==> config.mk <==
export PLATFORM = sky130hd
export DESIGN_NAME = dslope_seq
export DESIGN_NICKNAME = d
export VERILOG_FILES = /design/src/rtl/dslope_pkg.sv /design/src/rtl/dslope_cnt.sv /design/src/rtl/dslope_fsm.sv /design/src/rtl/dslope_res.sv /design/src/rtl/dslope_seq.sv
export SDC_FILE = /design/constraint.sdc
export NUM_CORES = 1
export LEC_CHECK = 0
export BUFFER_PORTS_ARGS = -buffer_cell sky130_fd_sc_hd__clkbuf_2
export CAP_MARGIN = 10
export CORE_AREA = 2 2 62 64
export CTS_CLUSTER_DIAMETER = 150
export CTS_CLUSTER_SIZE = 28
export DETAILED_ROUTE_END_ITERATION = 6
export DIE_AREA = 0 0 64 66
export PLACE_DENSITY_LB_ADDON = 0.1
export RECOVER_POWER = 50
export SETUP_SLACK_MARGIN = 0.05
export SLEW_MARGIN = 20
export SYNTH_ARGS = -nofsm -noshare
export SYNTH_HDL_FRONTEND = slang
export SYNTH_HIERARCHICAL = 1
export SYNTH_SLANG_ARGS = --single-unit
==> constraint.sdc <==
create_clock -name clk_i -period 2.55 [get_ports clk_i]
set_clock_uncertainty 0.2 [all_clocks]
set_input_delay 0.255 -clock clk_i [delete_from_list [all_inputs] [get_ports clk_i]]
set_output_delay 0.255 -clock clk_i [all_outputs]
set_load 0.02 [all_outputs]
==> src/rtl/dslope_pkg.sv <==
package dslope_pkg;
  typedef enum logic [2:0] {
    PH_IDLE,
    PH_SAMPLE,
    PH_CLEAR,
    PH_INTEG,
    PH_DEINT
  } phase_e;
endpackage

==> src/rtl/dslope_cnt.sv <==
module dslope_cnt #(
  parameter int W = 8
) (
  input  logic         clk_i,
  input  logic         rst_ni,
  input  logic         clr_i,
  input  logic         inc_i,
  output logic [W-1:0] cnt_o,
  output logic         last_o
);
  logic [W-1:0] cnt_q;

  always_ff @(posedge clk_i or negedge rst_ni) begin
    if (!rst_ni)    cnt_q <= '0;
    else if (clr_i) cnt_q <= '0;
    else if (inc_i) cnt_q <= cnt_q + 1'b1;
  end

  assign cnt_o  = cnt_q;
  assign last_o = &cnt_q; // terminal count acts as carry-out
endmodule

==> src/rtl/dslope_fsm.sv <==
module dslope_fsm
  import dslope_pkg::*;
(
  input  logic   clk_i,
  input  logic   rst_ni,
  input  logic   start_i,
  input  logic   cmp_i,
  input  logic   last_i,
  output phase_e phase_o,
  output logic   cnt_clr_o,
  output logic   cnt_inc_o,
  output logic   cap_o,
  output logic   cap_ovr_o
);
  phase_e ph_q, ph_d;

  always_ff @(posedge clk_i or negedge rst_ni) begin
    if (!rst_ni) ph_q <= PH_IDLE;
    else         ph_q <= ph_d;
  end

  always_comb begin
    ph_d      = ph_q;
    cnt_clr_o = 1'b0;
    cnt_inc_o = 1'b0;
    cap_o     = 1'b0;
    cap_ovr_o = 1'b0;
    unique case (ph_q)
      PH_IDLE: if (start_i) begin
        ph_d      = PH_SAMPLE;
        cnt_clr_o = 1'b1;
      end
      PH_SAMPLE: ph_d = PH_CLEAR;
      PH_CLEAR: begin
        cnt_clr_o = 1'b1;
        if (cmp_i) ph_d = PH_INTEG;
      end
      PH_INTEG: begin
        if (last_i) begin
          ph_d      = PH_DEINT;
          cnt_clr_o = 1'b1;
        end else begin
          cnt_inc_o = 1'b1;
        end
      end
      PH_DEINT: begin
        if (!cmp_i) begin
          ph_d  = PH_IDLE;
          cap_o = 1'b1;
        end else if (last_i) begin
          ph_d      = PH_IDLE;
          cap_o     = 1'b1;
          cap_ovr_o = 1'b1;
        end else begin
          cnt_inc_o = 1'b1;
        end
      end
      default: ph_d = PH_IDLE;
    endcase
  end

  assign phase_o = ph_q;
endmodule

==> src/rtl/dslope_res.sv <==
module dslope_res #(
  parameter int W = 8
) (
  input  logic         clk_i,
  input  logic         rst_ni,
  input  logic         cap_i,
  input  logic         ovr_i,
  input  logic [W-1:0] cnt_i,
  output logic [W-1:0] result_o,
  output logic         ovr_o,
  output logic         done_o
);
  logic [W-1:0] res_q;
  logic         ovr_q, done_q;

  always_ff @(posedge clk_i or negedge rst_ni) begin
    if (!rst_ni) begin
      res_q  <= '0;
      ovr_q  <= 1'b0;
      done_q <= 1'b0;
    end else begin
      done_q <= cap_i;
      if (cap_i) begin
        res_q <= ovr_i ? '1 : cnt_i;
        ovr_q <= ovr_i;
      end
    end
  end

  assign result_o = res_q;
  assign ovr_o    = ovr_q;
  assign done_o   = done_q;
endmodule

==> src/rtl/dslope_seq.sv <==
module dslope_seq
  import dslope_pkg::*;
#(
  parameter int RES_W = 8
) (
  input  logic             clk_i,
  input  logic             rst_ni,
  input  logic             start_i,
  input  logic             cmp_above_i,
  output logic             sample_o,
  output logic             int_clr_o,
  output logic             int_in_o,
  output logic             int_ref_o,
  output logic             busy_o,
  output logic             done_o,
  output logic             ovr_o,
  output logic [RES_W-1:0] result_o
);
  phase_e             phase;
  logic               cnt_clr, cnt_inc, cnt_last, cap, cap_ovr;
  logic [RES_W-1:0]   cnt;

  dslope_fsm u_fsm (
    .clk_i     (clk_i),
    .rst_ni    (rst_ni),
    .start_i   (start_i),
    .cmp_i     (cmp_above_i),
    .last_i    (cnt_last),
    .phase_o   (phase),
    .cnt_clr_o (cnt_clr),
    .cnt_inc_o (cnt_inc),
    .cap_o     (cap),
    .cap_ovr_o (cap_ovr)
  );

  dslope_cnt #(.W(RES_W)) u_cnt (
    .clk_i  (clk_i),
    .rst_ni (rst_ni),
    .clr_i  (cnt_clr),
    .inc_i  (cnt_inc),
    .cnt_o  (cnt),
    .last_o (cnt_last)
  );

  dslope_res #(.W(RES_W)) u_res (
    .clk_i    (clk_i),
    .rst_ni   (rst_ni),
    .cap_i    (cap),
    .ovr_i    (cap_ovr),
    .cnt_i    (cnt),
    .result_o (result_o),
    .ovr_o    (ovr_o),
    .done_o   (done_o)
  );

  assign sample_o  = (phase == PH_SAMPLE);
  assign int_clr_o = (phase == PH_CLEAR);
  assign int_in_o  = (phase == PH_INTEG);
  assign int_ref_o = (phase == PH_DEINT);
  assign busy_o    = (phase != PH_IDLE);
endmodule

==> summary.md <==
The net count of the finished layout is 131. The number of buffer cells added on primary ports works out to 18. The setup check on the worst reg-to-reg path leaves a slack of 0.40 ns. The number of clock sinks seen by CTS is 21, and the post-detailed-route wirelength per cell is 11.7 µm. The start of the worst register-to-register path was u_cnt/cnt_o[0]$_DFFE_PN0P_. TritonCTS built the clock tree.

OpenSTA, run right after detailed placement, puts the worst setup slack at 0.449 ns. In the final layout, the share of cells above drive strength 1 is 23.2%. Counting instances, the worst hold path has a depth of 3. The floorplan has 22 rows.

From synthesis to final layout, the design area changed by 15.2%. In the routed design, unresolved DRC markers number 0. After detailed placement, the design holds a cell count of 168. The average cell area after synthesis is 10.1 µm², and the top-level port count is 19. Fill cells in the final layout number 378. On the final layout, the worst hold slack is 0.0701 ns.

After synthesis, the largest area contributor takes up 50.4% of total cell area. STA classifies the critical path startpoint as a register. The run gives 108 as the number of nets produced by synthesis. Ranked by total cell area, the synthesized netlist is headed by sky130_fd_sc_hd__dfrtp_1, sky130_fd_sc_hd__nor2_1, sky130_fd_sc_hd__a21oi_1, sky130_fd_sc_hd__a21oi_2, sky130_fd_sc_hd__xor2_1.

Entering global routing, the biggest net connects 22 pins. The master of the slowest instance on the critical path is sky130_fd_sc_hd__dfrtp_1. The sequential area share after synthesis is 50.4%, and the total die area is 0.00422 mm². The signal on the critical path passes through ha_1 -> nand3_1 -> nor2_1 -> a21oi_2 -> nand3_1 -> or3_1 -> a21oi_1. The biggest cell delay along the critical path is 0.46 ns.

The run finished with clean final reports. Initial antenna violation count: 0. The logs give 0 for the count of maximum capacitance violations and 0.403 ns for the post-route worst setup slack. For the final routed database, the setup TNS stands at 0 ns.

The x dimension of the die was 64 µm; the total grt overflow was 0. The peak fanout along the critical path is 6. The total area inside the core boundary comes to 0.00355 mm². The mean number of vias per cell was 4.60; the number of warnings printed during yosys synthesis was 6.

In this run the worst hold path is classified as input port to register. The number of cells on the worst reg-to-reg path is 7. The clock period minus final worst setup slack works out to 2.15 ns. The number of global-route vias before repair is 786. Global routing used 11.4% of the available tracks.

The synthesized design contains 21 register bits. The tools report the element type at the critical path end as a register. The worst register-to-register path ends at u_cnt/cnt_o[6]$_DFFE_PN0P_. The initial utilization of the core area, before any placement, comes to 29.4%.

Counting the buffers created by CTS gives 3. The count of cell types in the netlist is 32. The weighted congestion at the end of routability-driven global placement was 0.759; the count of vias placed by the detailed router was 795.

The maximum achievable frequency was 466 MHz; the number of design-rule violations left by the first detailed-router iteration was 24. After the flow finishes, the layout carries non-filler instances totaling 173. The logs give 1 for the H-tree level count and 3660 µm for the first-pass GRT wire length. Summing every instance area after synthesis gives 0.00104 mm².

The tools report the maximum number of buffers from clock root to sink as 2. CTS placed an instance of sky130_fd_sc_hd__clkbuf_4 at the clock tree root. The required time reported for the critical path endpoint is 2.58 ns.

The tools report the post-cts resize count as 0. The path type of the worst setup path is register to register. The final count of pins violating max slew is 0. The ratio of final minimum period to clock period was 84.2%.

Logic gate share of total power: 32.0%. Power spread over the standard cell area amounts to 765 mW/mm². The analysis attributes to cell leakage a power of 0.523 nW. The number of nets still failing antenna checks after routing is 0. STA puts the critical path data arrival time at 2.18 ns. Setup repair after global routing left no endpoint under its margin.

The top cell type by total area after synthesis was sky130_fd_sc_hd__dfrtp_1. The transition time of the tightest slew-check pin works out to 1.15 ns. The sum of routed wire length over all layers was 2030 µm.

Once detailed placement completed, the half-perimeter wirelength came to 1470 µm. The final number of hold-violating endpoints is 0. Net switching is 38.1% of the power.

The worst hold path terminates at u_fsm/phase_o[2]$_DFFE_PN0P_. Of the total power, the clock network draws 17.1%. The worst max-slew margin expressed relative to the limit is 23.2%, and the instance count of the mapped netlist is 103. The repair_antennas step left the layout with diodes totalling 0. Setup violations remaining at the end of the flow were counted as 0. For this run, the share of the core covered by cells in the final layout is 33.9%. Measured along the y axis, the die boundary spans 66 µm. Clock slew seen by the registers of the worst setup and hold paths: 0.11 ns.

VDD sags by at most 0.249 mV. The first TritonRoute pass finished after 4 iterations. The cell-internal power came out at 0.000569 W. The cell occurring most often along the worst timing path is sky130_fd_sc_hd__nand3_1.

The power dissipated by switching net loads came out at 0.000351 W. The origin of the worst min-delay path was cmp_above_i. Of the total power, registers draw 50.9%. Leaving out fill and tap cells, the most frequent cell in the layout is sky130_fd_sc_hd__nor2_1.

In the layout the commonest cells are sky130_fd_sc_hd__nor2_1, sky130_fd_sc_hd__dfrtp_1, sky130_fd_sc_hd__a21oi_1, sky130_fd_sc_hd__clkbuf_2, sky130_fd_sc_hd__clkbuf_1. For the worst-skew pair, the clock arrives at the later sink with an insertion delay of 0.30 ns.
repair_timing:
action	4_1_cts	5_1_grt
hold buffers	1	0
endpoints found under the hold margin	21	0
setup endpoints to repair	0	0
setup buffers	0	0
critical path: cells and delay by family, from the launching register on:
kind	cells	cell delay, ns
AO/OA/AOI/OAI	2	0.47
adder cells (fa/ha/maj)	1	0.27
flip-flops	1	0.46
AND/OR/NAND/NOR	4	0.68
logic make-up after synthesis:
family | Yosys count | synth area share [%]
multiplexers | 3 | 3.36
buffers and inverters | 6 | 4.92
AND/OR/NAND/NOR | 50 | 26.1
flip-flops | 21 | 50.4
adder cells (fa/ha/maj) | 1 | 1.20
XOR/XNOR | 4 | 3.36
AO/OA/AOI/OAI | 18 | 10.7
per-stage QoR:
step | power (W) | cell area [µm²]
3_3_place_gp | 0.000773 | 1180
2_1_floorplan | 0.000688 | 1040
4_1_cts | 0.000936 | 1210
5_1_grt | 0.000996 | 1200
6_report | 0.000920 | 1200
3_5_place_dp | 0.000775 | 1180
power by group through the flow:
stage / Combinational, W / Sequential, W / Clock [W]
CTS: 0.000302 / 0.000470 / 0.000165
global route: 0.000331 / 0.000479 / 0.000185
detailed placement: 0.000298 / 0.000476 / 0
global placement: 0.000300 / 0.000474 / 0
finish: 0.000295 / 0.000468 / 0.000157
floorplan: 0.000214 / 0.000474 / 0
flip-flops by register name, indices dropped and copies added, names as in the netlist:
signal / count
u_cnt/cnt_o: 8
u_fsm/phase_o: 3
u_res/done_o: 1
u_res/ovr_o: 1
u_res/result_o: 8
cells in the mapped netlist, drive strengths merged:
cell and instances:
o21ai 3, buf 4, nor3b 3, nand2b 2
xnor2 1, a311oi 1, or3 4, xor2 3
nand3 4, clkbuf 1, nor3 1, inv 1
ha 1, and3 1, nor2b 1, and3b 1
mux2i 2, a21oi 14, nor2 26, mux2 1
nand3b 1, dfrtp 21, nand2 3, nand4 3
how the worst max path moves through the flow:
stage | from | endpoint | depth (start not counted)
2_1_floorplan | u_cnt/cnt_o[0]$_DFFE_PN0P_ | u_res/ovr_o$_DFFE_PN0P_ | 7
5_1_grt | u_cnt/cnt_o[0]$_DFFE_PN0P_ | u_res/result_o[3]$_DFFE_PN0P_ | 9
6_report | u_cnt/cnt_o[0]$_DFFE_PN0P_ | u_cnt/cnt_o[6]$_DFFE_PN0P_ | 7
3_5_place_dp | u_cnt/cnt_o[0]$_DFFE_PN0P_ | u_cnt/cnt_o[6]$_DFFE_PN0P_ | 7
4_1_cts | u_cnt/cnt_o[0]$_DFFE_PN0P_ | u_cnt/cnt_o[6]$_DFFE_PN0P_ | 7
3_3_place_gp | u_fsm/phase_o[1]$_DFFE_PN0P_ | u_cnt/cnt_o[6]$_DFFE_PN0P_ | 6
layout make-up:
class | count | area [µm²] | area share, %
Sequential cell | 21 | 526 | 43.7
Multi-Input combinational cell | 76 | 467 | 38.8
Timing Repair Buffer | 23 | 120 | 9.99
Tap cell | 48 | 60.1 | 4.99
Clock buffer | 4 | 26.3 | 2.19
Inverter | 1 | 3.75 | 0.312
routing by layer:
metal / track usage (%) / routed length [µm] / vias to the layer above
met5: 0 / 0 / -
met4: 6.52 / 27 / 0
met3: 2.56 / 70 / 2
met2: 18.2 / 936 / 16
met1: 14.1 / 991 / 381
li1: - / - / 396
(Power assumes the default switching activity.)
